$ cat src/rtl/coinc_pkg.sv
package coinc_pkg;
    localparam int unsigned DEF_NUM_CH        = 16;
    localparam int unsigned DEF_SAMPLES       = 8;
    localparam int unsigned DEF_HOLDOFF       = 5;
    localparam int unsigned DEF_WINDOW_CYCLES = 625;

    // width of a count that can reach n
    function automatic int unsigned count_width(input int unsigned n);
        return (n < 2) ? 1 : $clog2(n + 1);
    endfunction
endpackage

$ cat src/rtl/coinc_chan_filter.sv
module coinc_chan_filter
    import coinc_pkg::*;
#(
    parameter int unsigned SAMPLES = DEF_SAMPLES,
    parameter int unsigned HOLDOFF = DEF_HOLDOFF
) (
    input  logic               clk,
    input  logic               rst,
    input  logic [SAMPLES-1:0] word_i,
    output logic [SAMPLES-1:0] accept_o
);
    localparam int unsigned HW = count_width(HOLDOFF);

    typedef struct packed {
        logic          last_smp;
        logic [HW-1:0] hold;
    } chan_state_t;

    chan_state_t st_d, st_q;

    always_comb begin
        logic          prev_smp;
        logic [HW-1:0] hold_left;
        st_d      = st_q;
        accept_o  = '0;
        prev_smp  = st_q.last_smp;
        hold_left = st_q.hold;
        // walk the samples from earliest to latest
        for (int k = 0; k < SAMPLES; k++) begin
            if (hold_left != '0) begin
                hold_left = hold_left - 1'b1;
            end else if (word_i[k] && !prev_smp) begin
                accept_o[k] = 1'b1;
                hold_left   = HW'(HOLDOFF);
            end
            prev_smp = word_i[k];
        end
        st_d.last_smp = word_i[SAMPLES-1];
        st_d.hold     = hold_left;
        if (rst) begin
            st_d = '0;
        end
    end

    always_ff @(posedge clk) begin
        st_q <= st_d;
    end
endmodule

$ cat src/rtl/coinc_merge.sv
module coinc_merge
    import coinc_pkg::*;
#(
    parameter int unsigned NUM_CH  = DEF_NUM_CH,
    parameter int unsigned SAMPLES = DEF_SAMPLES,
    localparam int unsigned CW     = count_width(SAMPLES)
) (
    input  logic [NUM_CH*SAMPLES-1:0] accept_i,
    output logic [SAMPLES-1:0]        slot_hit_o,
    output logic [CW-1:0]             evt_cnt_o
);
    // one OR tree per sample slot
    for (genvar k = 0; k < SAMPLES; k++) begin : g_slot
        logic [NUM_CH-1:0] column;
        for (genvar c = 0; c < NUM_CH; c++) begin : g_col
            assign column[c] = accept_i[c*SAMPLES + k];
        end
        assign slot_hit_o[k] = |column;
    end

    always_comb begin
        evt_cnt_o = '0;
        for (int k = 0; k < SAMPLES; k++) begin
            evt_cnt_o = evt_cnt_o + CW'(slot_hit_o[k]);
        end
    end
endmodule

$ cat src/rtl/coinc_window.sv
module coinc_window
    import coinc_pkg::*;
#(
    parameter int unsigned SAMPLES       = DEF_SAMPLES,
    parameter int unsigned WINDOW_CYCLES = DEF_WINDOW_CYCLES,
    localparam int unsigned CW           = count_width(SAMPLES),
    localparam int unsigned TW           = count_width(WINDOW_CYCLES * SAMPLES)
) (
    input  logic          clk,
    input  logic          rst,
    input  logic [CW-1:0] evt_cnt_i,
    output logic [TW-1:0] total_o,
    output logic          valid_o
);
    localparam int unsigned WW = count_width(WINDOW_CYCLES - 1);
    localparam logic [WW-1:0] LAST_POS = WW'(WINDOW_CYCLES - 1);

    typedef struct packed {
        logic [WW-1:0] pos;
        logic [TW-1:0] acc;
        logic [TW-1:0] total;
        logic          valid;
    } win_state_t;

    win_state_t st_d, st_q;

    always_comb begin
        logic [TW-1:0] sum;
        st_d       = st_q;
        st_d.valid = 1'b0;
        sum        = st_q.acc + TW'(evt_cnt_i);
        if (st_q.pos == LAST_POS) begin
            st_d.total = sum;
            st_d.valid = 1'b1;
            st_d.acc   = '0;
            st_d.pos   = '0;
        end else begin
            st_d.acc = sum;
            st_d.pos = st_q.pos + 1'b1;
        end
        if (rst) begin
            st_d = '0;
        end
    end

    always_ff @(posedge clk) begin
        st_q <= st_d;
    end

    assign total_o = st_q.total;
    assign valid_o = st_q.valid;
endmodule

$ cat src/rtl/coinc_event_counter.sv
module coinc_event_counter
    import coinc_pkg::*;
#(
    parameter int unsigned NUM_CH        = DEF_NUM_CH,
    parameter int unsigned SAMPLES       = DEF_SAMPLES,
    parameter int unsigned HOLDOFF       = DEF_HOLDOFF,
    parameter int unsigned WINDOW_CYCLES = DEF_WINDOW_CYCLES,
    localparam int unsigned TW           = count_width(WINDOW_CYCLES * SAMPLES)
) (
    input  logic                      clk,
    input  logic                      rst,
    input  logic [NUM_CH*SAMPLES-1:0] trig_words,
    output logic [TW-1:0]             event_total,
    output logic                      count_valid
);
    localparam int unsigned CW = count_width(SAMPLES);

    logic [NUM_CH*SAMPLES-1:0] accept_all;
    logic [SAMPLES-1:0]        slot_hit;
    logic [CW-1:0]             evt_cnt;

    for (genvar c = 0; c < NUM_CH; c++) begin : g_chan
        coinc_chan_filter #(
            .SAMPLES (SAMPLES),
            .HOLDOFF (HOLDOFF)
        ) u_filt (
            .clk      (clk),
            .rst      (rst),
            .word_i   (trig_words[c*SAMPLES +: SAMPLES]),
            .accept_o (accept_all[c*SAMPLES +: SAMPLES])
        );
    end

    coinc_merge #(
        .NUM_CH  (NUM_CH),
        .SAMPLES (SAMPLES)
    ) u_merge (
        .accept_i   (accept_all),
        .slot_hit_o (slot_hit),
        .evt_cnt_o  (evt_cnt)
    );

    coinc_window #(
        .SAMPLES       (SAMPLES),
        .WINDOW_CYCLES (WINDOW_CYCLES)
    ) u_win (
        .clk       (clk),
        .rst       (rst),
        .evt_cnt_i (evt_cnt),
        .total_o   (event_total),
        .valid_o   (count_valid)
    );
endmodule

$ cat config.mk
export PLATFORM = sky130hd
export DESIGN_NAME = coinc_event_counter
export DESIGN_NICKNAME = d
export VERILOG_FILES = /design/src/rtl/coinc_pkg.sv /design/src/rtl/coinc_chan_filter.sv /design/src/rtl/coinc_merge.sv /design/src/rtl/coinc_window.sv /design/src/rtl/coinc_event_counter.sv
export SDC_FILE = /design/constraint.sdc
export NUM_CORES = 1
export LEC_CHECK = 0
export BUFFER_PORTS_ARGS = -buffer_cell sky130_fd_sc_hd__buf_2
export CORE_UTILIZATION = 50
export CTS_CLUSTER_SIZE = 12
export DETAILED_ROUTE_END_ITERATION = 8
export PLACE_DENSITY = 0.71
export SLEW_MARGIN = 20
export SYNTH_ARGS = -nofsm -noshare
export SYNTH_HDL_FRONTEND = slang
export SYNTH_SLANG_ARGS = --single-unit
$ cat constraint.sdc
create_clock -name clk -period 14.9 [get_ports clk]
set_input_delay 1.49 -clock clk [delete_from_list [all_inputs] [get_ports clk]]
set_output_delay 1.49 -clock clk [all_outputs]
set_load 0.02 [all_outputs]
# == After elaboration in Yosys (flattened, before gate mapping) ==
# Cells that the tools add are included.
# op_classes
add_sub_neg,137
mux,513
n_reduce_logical,393
eq_ne,1
# ops
op,count
two-way mux 3 bit,256
nonzero test 3 bit,128
"subtractor 3 x 1 -> 3 bit, second input constant",128
two-way mux 1 bit,257
logical AND 1 bit,128
logical NOT 1 bit,128
OR reduction 16 bit,8
adder 4 x 1 -> 4 bit,6
adder 13 x 4 -> 13 bit,1
"adder 10 x 1 -> 10 bit, second input constant",1
"equality test 10 bit, second input constant",1
adder 1 x 1 -> 2 bit,1
OR reduction 2 bit,1
# word_totals
regBits,101
in_bits,130
out_inout_bits,14
wordCells,1080

# == Depth between registers and ports, before layout ==
# depth
depth_word,21
mapped_depth,61
depth_no_buf,57

# == Hierarchy ==
# Synthesis repeated with hierarchy kept, for this count alone.
# hier_totals
hier_cells,2801
area_unflattened_um2,21122.8
# by_module_without_submodules
module,cells_each,area_each_um2,n_inst,seq_area_each_um2
coinc_chan_filter,161,1194.9,16,80.1
coinc_window,167,1564.0,1,740.7
coinc_merge,58,440.4,1,0.0

# == Worst setup path after synthesis ==
# OpenSTA, ideal clock, no wires.
# synth_path
kind,in2reg
startpoint,in trig_words[72]
endpoint,"reg u_win.st_q, in the netlist u_win.total_o[11]"
required_time_ps,14763
setup_slack_ps,2014
path_buffers,5
arrival_ps,12749
setup_time_ps,137
path_stages,58
cell_sequence,nand2b_1 -> and3_4 -> a22o_1 -> ha_1 -> clkbuf_1 -> or4b_2 -> a21oi_1 -> inv_1 -> o21ai_0 -> nor2_1 -> ha_1 -> clkbuf_1 -> nor2b_1 -> o21a_1 -> o31a_1 -> o32a_1 -> nor3_1 -> ha_1 -> [... 22 more ...] -> nand4_1 -> a311o_1 -> a2111oi_0 -> nand4_1 -> fa_1 -> inv_1 -> fa_1 -> fa_1 -> inv_1 -> ha_1 -> a21o_1 -> a21oi_1 -> nor2b_1 -> o21ai_0 -> nor2_1 -> nand2_1 -> xor2_1 -> a211oi_1
# synth_via
elab_chain_len,20
elab_cells_between_ends,56
classes_between,14 x add/sub; 24 x mux; 18 x reduce/logical
# synth_lines
element,line_no,source
start: declaration,coinc_event_counter.sv:12,"input logic [NUM_CH*SAMPLES-1:0] trig_words,"
logical AND 1 bit,coinc_chan_filter.sv:32,end else if (word_i[k] && !prev_smp) begin
two-way mux 3 bit,coinc_chan_filter.sv:32,
two-way mux 3 bit,coinc_chan_filter.sv:30,if (hold_left != '0) begin
"subtractor 3 x 1 -> 3 bit, or another cell as far along",coinc_chan_filter.sv:31,hold_left = hold_left - 1'b1;
two-way mux 3 bit,coinc_chan_filter.sv:30,
"subtractor 3 x 1 -> 3 bit, or another cell as far along",coinc_chan_filter.sv:31,
two-way mux 3 bit,coinc_chan_filter.sv:30,
"subtractor 3 x 1 -> 3 bit, or another cell as far along",coinc_chan_filter.sv:31,
[... 4 more ...],-,
two-way mux 3 bit,coinc_chan_filter.sv:30,
"subtractor 3 x 1 -> 3 bit, or another cell as far along",coinc_chan_filter.sv:31,
two-way mux 3 bit,coinc_chan_filter.sv:30,
nonzero test 3 bit,coinc_chan_filter.sv:30,
two-way mux 1 bit,coinc_chan_filter.sv:30,
OR reduction 16 bit,coinc_merge.sv:18,assign slot_hit_o[k] = |column;
adder 4 x 1 -> 4 bit *,coinc_merge.sv:24,evt_cnt_o = evt_cnt_o + CW'(slot_hit_o[k]);
adder 13 x 4 -> 13 bit *,coinc_window.sv:31,sum = st_q.acc + TW'(evt_cnt_i);
end signal: assignment,coinc_window.sv:47,st_q <= st_d;
end: declaration,coinc_window.sv:25,"win_state_t st_d, st_q;"
# Mark *: on every way between the ends. The rest lies on a longest branch, timed or not.
# A chain may end at the register's enable or synchronous reset.

# == Worst setup path in the final report ==
# layout_path
startpoint,in trig_words[72]
endpoint,"reg u_win.st_q, in the netlist u_win.total_o[9]"
# The elaborated chain is that of the path after synthesis.

==> key figures <==
Timing
  • Fin. max-slew vios: 0
  • Final hold viol count: 0
  • Crit path time final: 13.66 ns
  • Worst Tran Pin Value: 0.939 ns
  • Setup TNS: 0 ns
  • Clock skew: 0.0107 ns
  • RSZ-0062 raised after global routing: no
  • Fmax: 0.0732 GHz
  • Relative slew slack: 35.8%
  • Final Cycle Share: 91.7%
  • Final setup vio count: 0

Worst setup path
  • Kind of critical path: primary input to register
  • CP Buf/Inv Count: 4
  • Critical Path Max Stage Delay: 0.64 ns
  • Slowest CP cell: or4b_2
  • Most used cell, CP: ha_1
  • Crit path max fanout: 17
  • Crit path arrival time: 13.89 ns
  • CP Data Required Time: 15.13 ns
  • CP endpoint kind: register
  • Worst Setup Start Kind: primary input
  • CP top delay family: compound AO/OA/AOI/OAI gates

Cells and area
  • Multi-input gate area: 17400 um2
  • Layout Nets: 3273
  • # fillers: 3886
  • Register area: 2020 um2
  • Area grow syn2layout: 6.18%
  • Share of layout cells above drive strength 1: 11.0%

CTS
  • Hold Buf Count CTS: 0
  • Clock latency on the worst-skew pair: 0.39 ns
  • Clock slew at reported path FFs: 0.08 ns
  • CTS tree: done
  • Post-CTS Setup Bufs: 0
  • H-tree depth: 3
  • Clock Tree Root: clkbuf_16
  • Inserted Clock Buffers: 9
  • CTS Buffer Depth: 2
  • Post-CTS Resized: 0
  • CTS sink cnt: 101

Placement
  • I/O Buffers: 143
  • GPL Wtd Cong: 0.978
  • HPWL after detailed placement: 49400 um

Die
  • Die Y: 205 um
  • Initial Utilization: 51.2%
  • I/O pin count: 144
  • Die area: 41900 um2
  • Core area: 40200 um2
  • Die width: 205 um
  • # rows: 73

Logic synthesis
  • Main combinational cell family by area after synthesis: simple AND/OR/NAND/NOR gates
  • Synth Area in Compound Gates: 28.4%
  • Synthesized instance count: 2813
  • Number of synthesized flops with an enable pin: 0
  • Cell variety after synth: 129
  • Post-synthesis adder-cell area fraction: 16.7%
  • Seq/Total Area, Yosys: 9.83%
  • Syn Area/Cell: 7.31 um2
  • Synth warnings: 0
  • Mux cell area share after synthesis: 4.51%
  • Synth async-reset ratio: 0%
  • Synth Flop Type: dfxtp_1
  • Post-Synth Simple-Gate Area: 32.0%
  • Post-synthesis xor/xnor area fraction: 3.14%
  • Synth area leader: ha_1
  • Syn_nets: 3213
  • Synth top area cells: ha_1 16%, dfxtp_1 9.8%, nor2b_1 5.2%, nor2_1 4.7%, nand2b_1 4.3%
  • Cell Area, Synth: 20600 um2
  • Share of the synthesized area in the top cell type: 16.1%
  • Most common cell in the netlist: ha_1
  • Synth Register Bits: 101
  • Top cells by count, synth: 265 x ha_1, 256 x nor2_1, 219 x nand2_1

GRT
  • Total gr overflow: 0
  • Largest net degree at the start of global routing: 67
  • First-pass GRT wire length: 96000 um
  • Total GRT Usage: 28.0%
  • Vias in the first global route: 19600
  • Antenna violations before repair: 6

Run status
  • Status: finished clean

Drt
  • Routed WL per cell: 17.8 um
  • Drt via density: 6.25
  • Drt pass-1 iters: 7
  • Routed Antenna Nets: 0
  • DRC: 0
  • Routed wire length: 60500 um
  • Starting DRT DRC Count: 1709
  • Via Count: 21300

Job
  • Max-Cap Viols: 0

Min path
  • Worst hold path type: register to register
[sequential cells by signal (all words and copies together), names as in the netlist]
signal              count
g_chan.u_filt.st_q     64
u_win.st_q             23
u_win.total_o          13
u_win.valid_o           1
[worst paths after layout]
path,startpoint,endpoint,slack (ns),depth (start not counted)
max,trig_words[72],u_win.total_o[9],1.24,54
min,u_win.st_q[27],u_win.st_q[27],0.49,1
max reg2reg,g_chan[9].u_filt.st_q[0],u_win.total_o[9],1.50,55
min reg2reg,u_win.st_q[27],u_win.st_q[27],0.49,1
[per-layer routing]
layer	up-vias	wire length (um)	global-route usage, %
li1	10500	-	-
met1	9997	26600	35.6
met2	676	28400	48.7
met3	91	3910	3.88
met4	8	1510	8.24
met5	-	46	0
[worst register-to-register path: cells and delay by family (launching register included)]
kind / cells / cell delay (ns)
adder cells (fa/ha/maj): 12 / 4.25
XOR/XNOR: 1 / 0.20
AND/OR/NAND/NOR: 16 / 3.13
AO/OA/AOI/OAI: 22 / 4.84
flip-flops: 1 / 0.42
buffers and inverters: 4 / 0.37
[cells by family (layout without fill, tap and decap cells)]
logic type                 after synthesis  count (layout)
and+or+nand+nor                       1239            1239
buffers and inverters                  273             338
muxes                                   86              86
DFF                                    101             101
other                                    0               2
xor gates and xnor gates                72              72
adders and majority gates              272             272
AOI/OAI and AO/OA                      770             770
[final cells by class]
| cell class | instances | share of cell area (%) |
|---|---|---|
| flip-flops and latches | 101 | 9.26 |
| diodes | 2 | 0.0229 |
| clock buffers | 9 | 1.03 |
| repair buffers | 144 | 3.32 |
| inverters | 178 | 3.06 |
| clock inverters | 7 | 0.407 |
| multi-input cells | 2439 | 79.9 |
| well taps | 525 | 3.01 |
[placed cells by master (no fill, tap or decap), types with 47 or more instances in the layout]
master / n
nor3_1: 73
xnor2_1: 47
and2_1: 53
ha_1: 264
inv_1: 176
a21oi_1: 94
buf_2: 142
dfxtp_1: 101
nand2_1: 219
nand2b_1: 141
mux2i_1: 49
nand3_1: 119
nor2_1: 256
nor2b_1: 170
o21ai_0: 112
[stage by stage]
stage / cell area, um2 / worst slack [ns] / utilization (%) / std cells / hold WS [ns]
after floorplan: 20600 / 2.01 / - / 2813 / 0.426
after global placement: 21500 / 1.02 / 53.5 / 3387 / 0.443
after detailed placement: 21500 / 0.669 / 53.5 / 3387 / 0.471
after CTS: 21800 / 1.07 / 54.3 / 3403 / 0.488
after global routing: 21800 / 0.0909 / 54.3 / 3405 / 0.503
final: 21800 / 1.24 / 54.3 / 3405 / 0.485
Power is left out: the tool's default activity adds up to more than one toggle a clock period on the data nets, which glitch-free logic cannot reach.
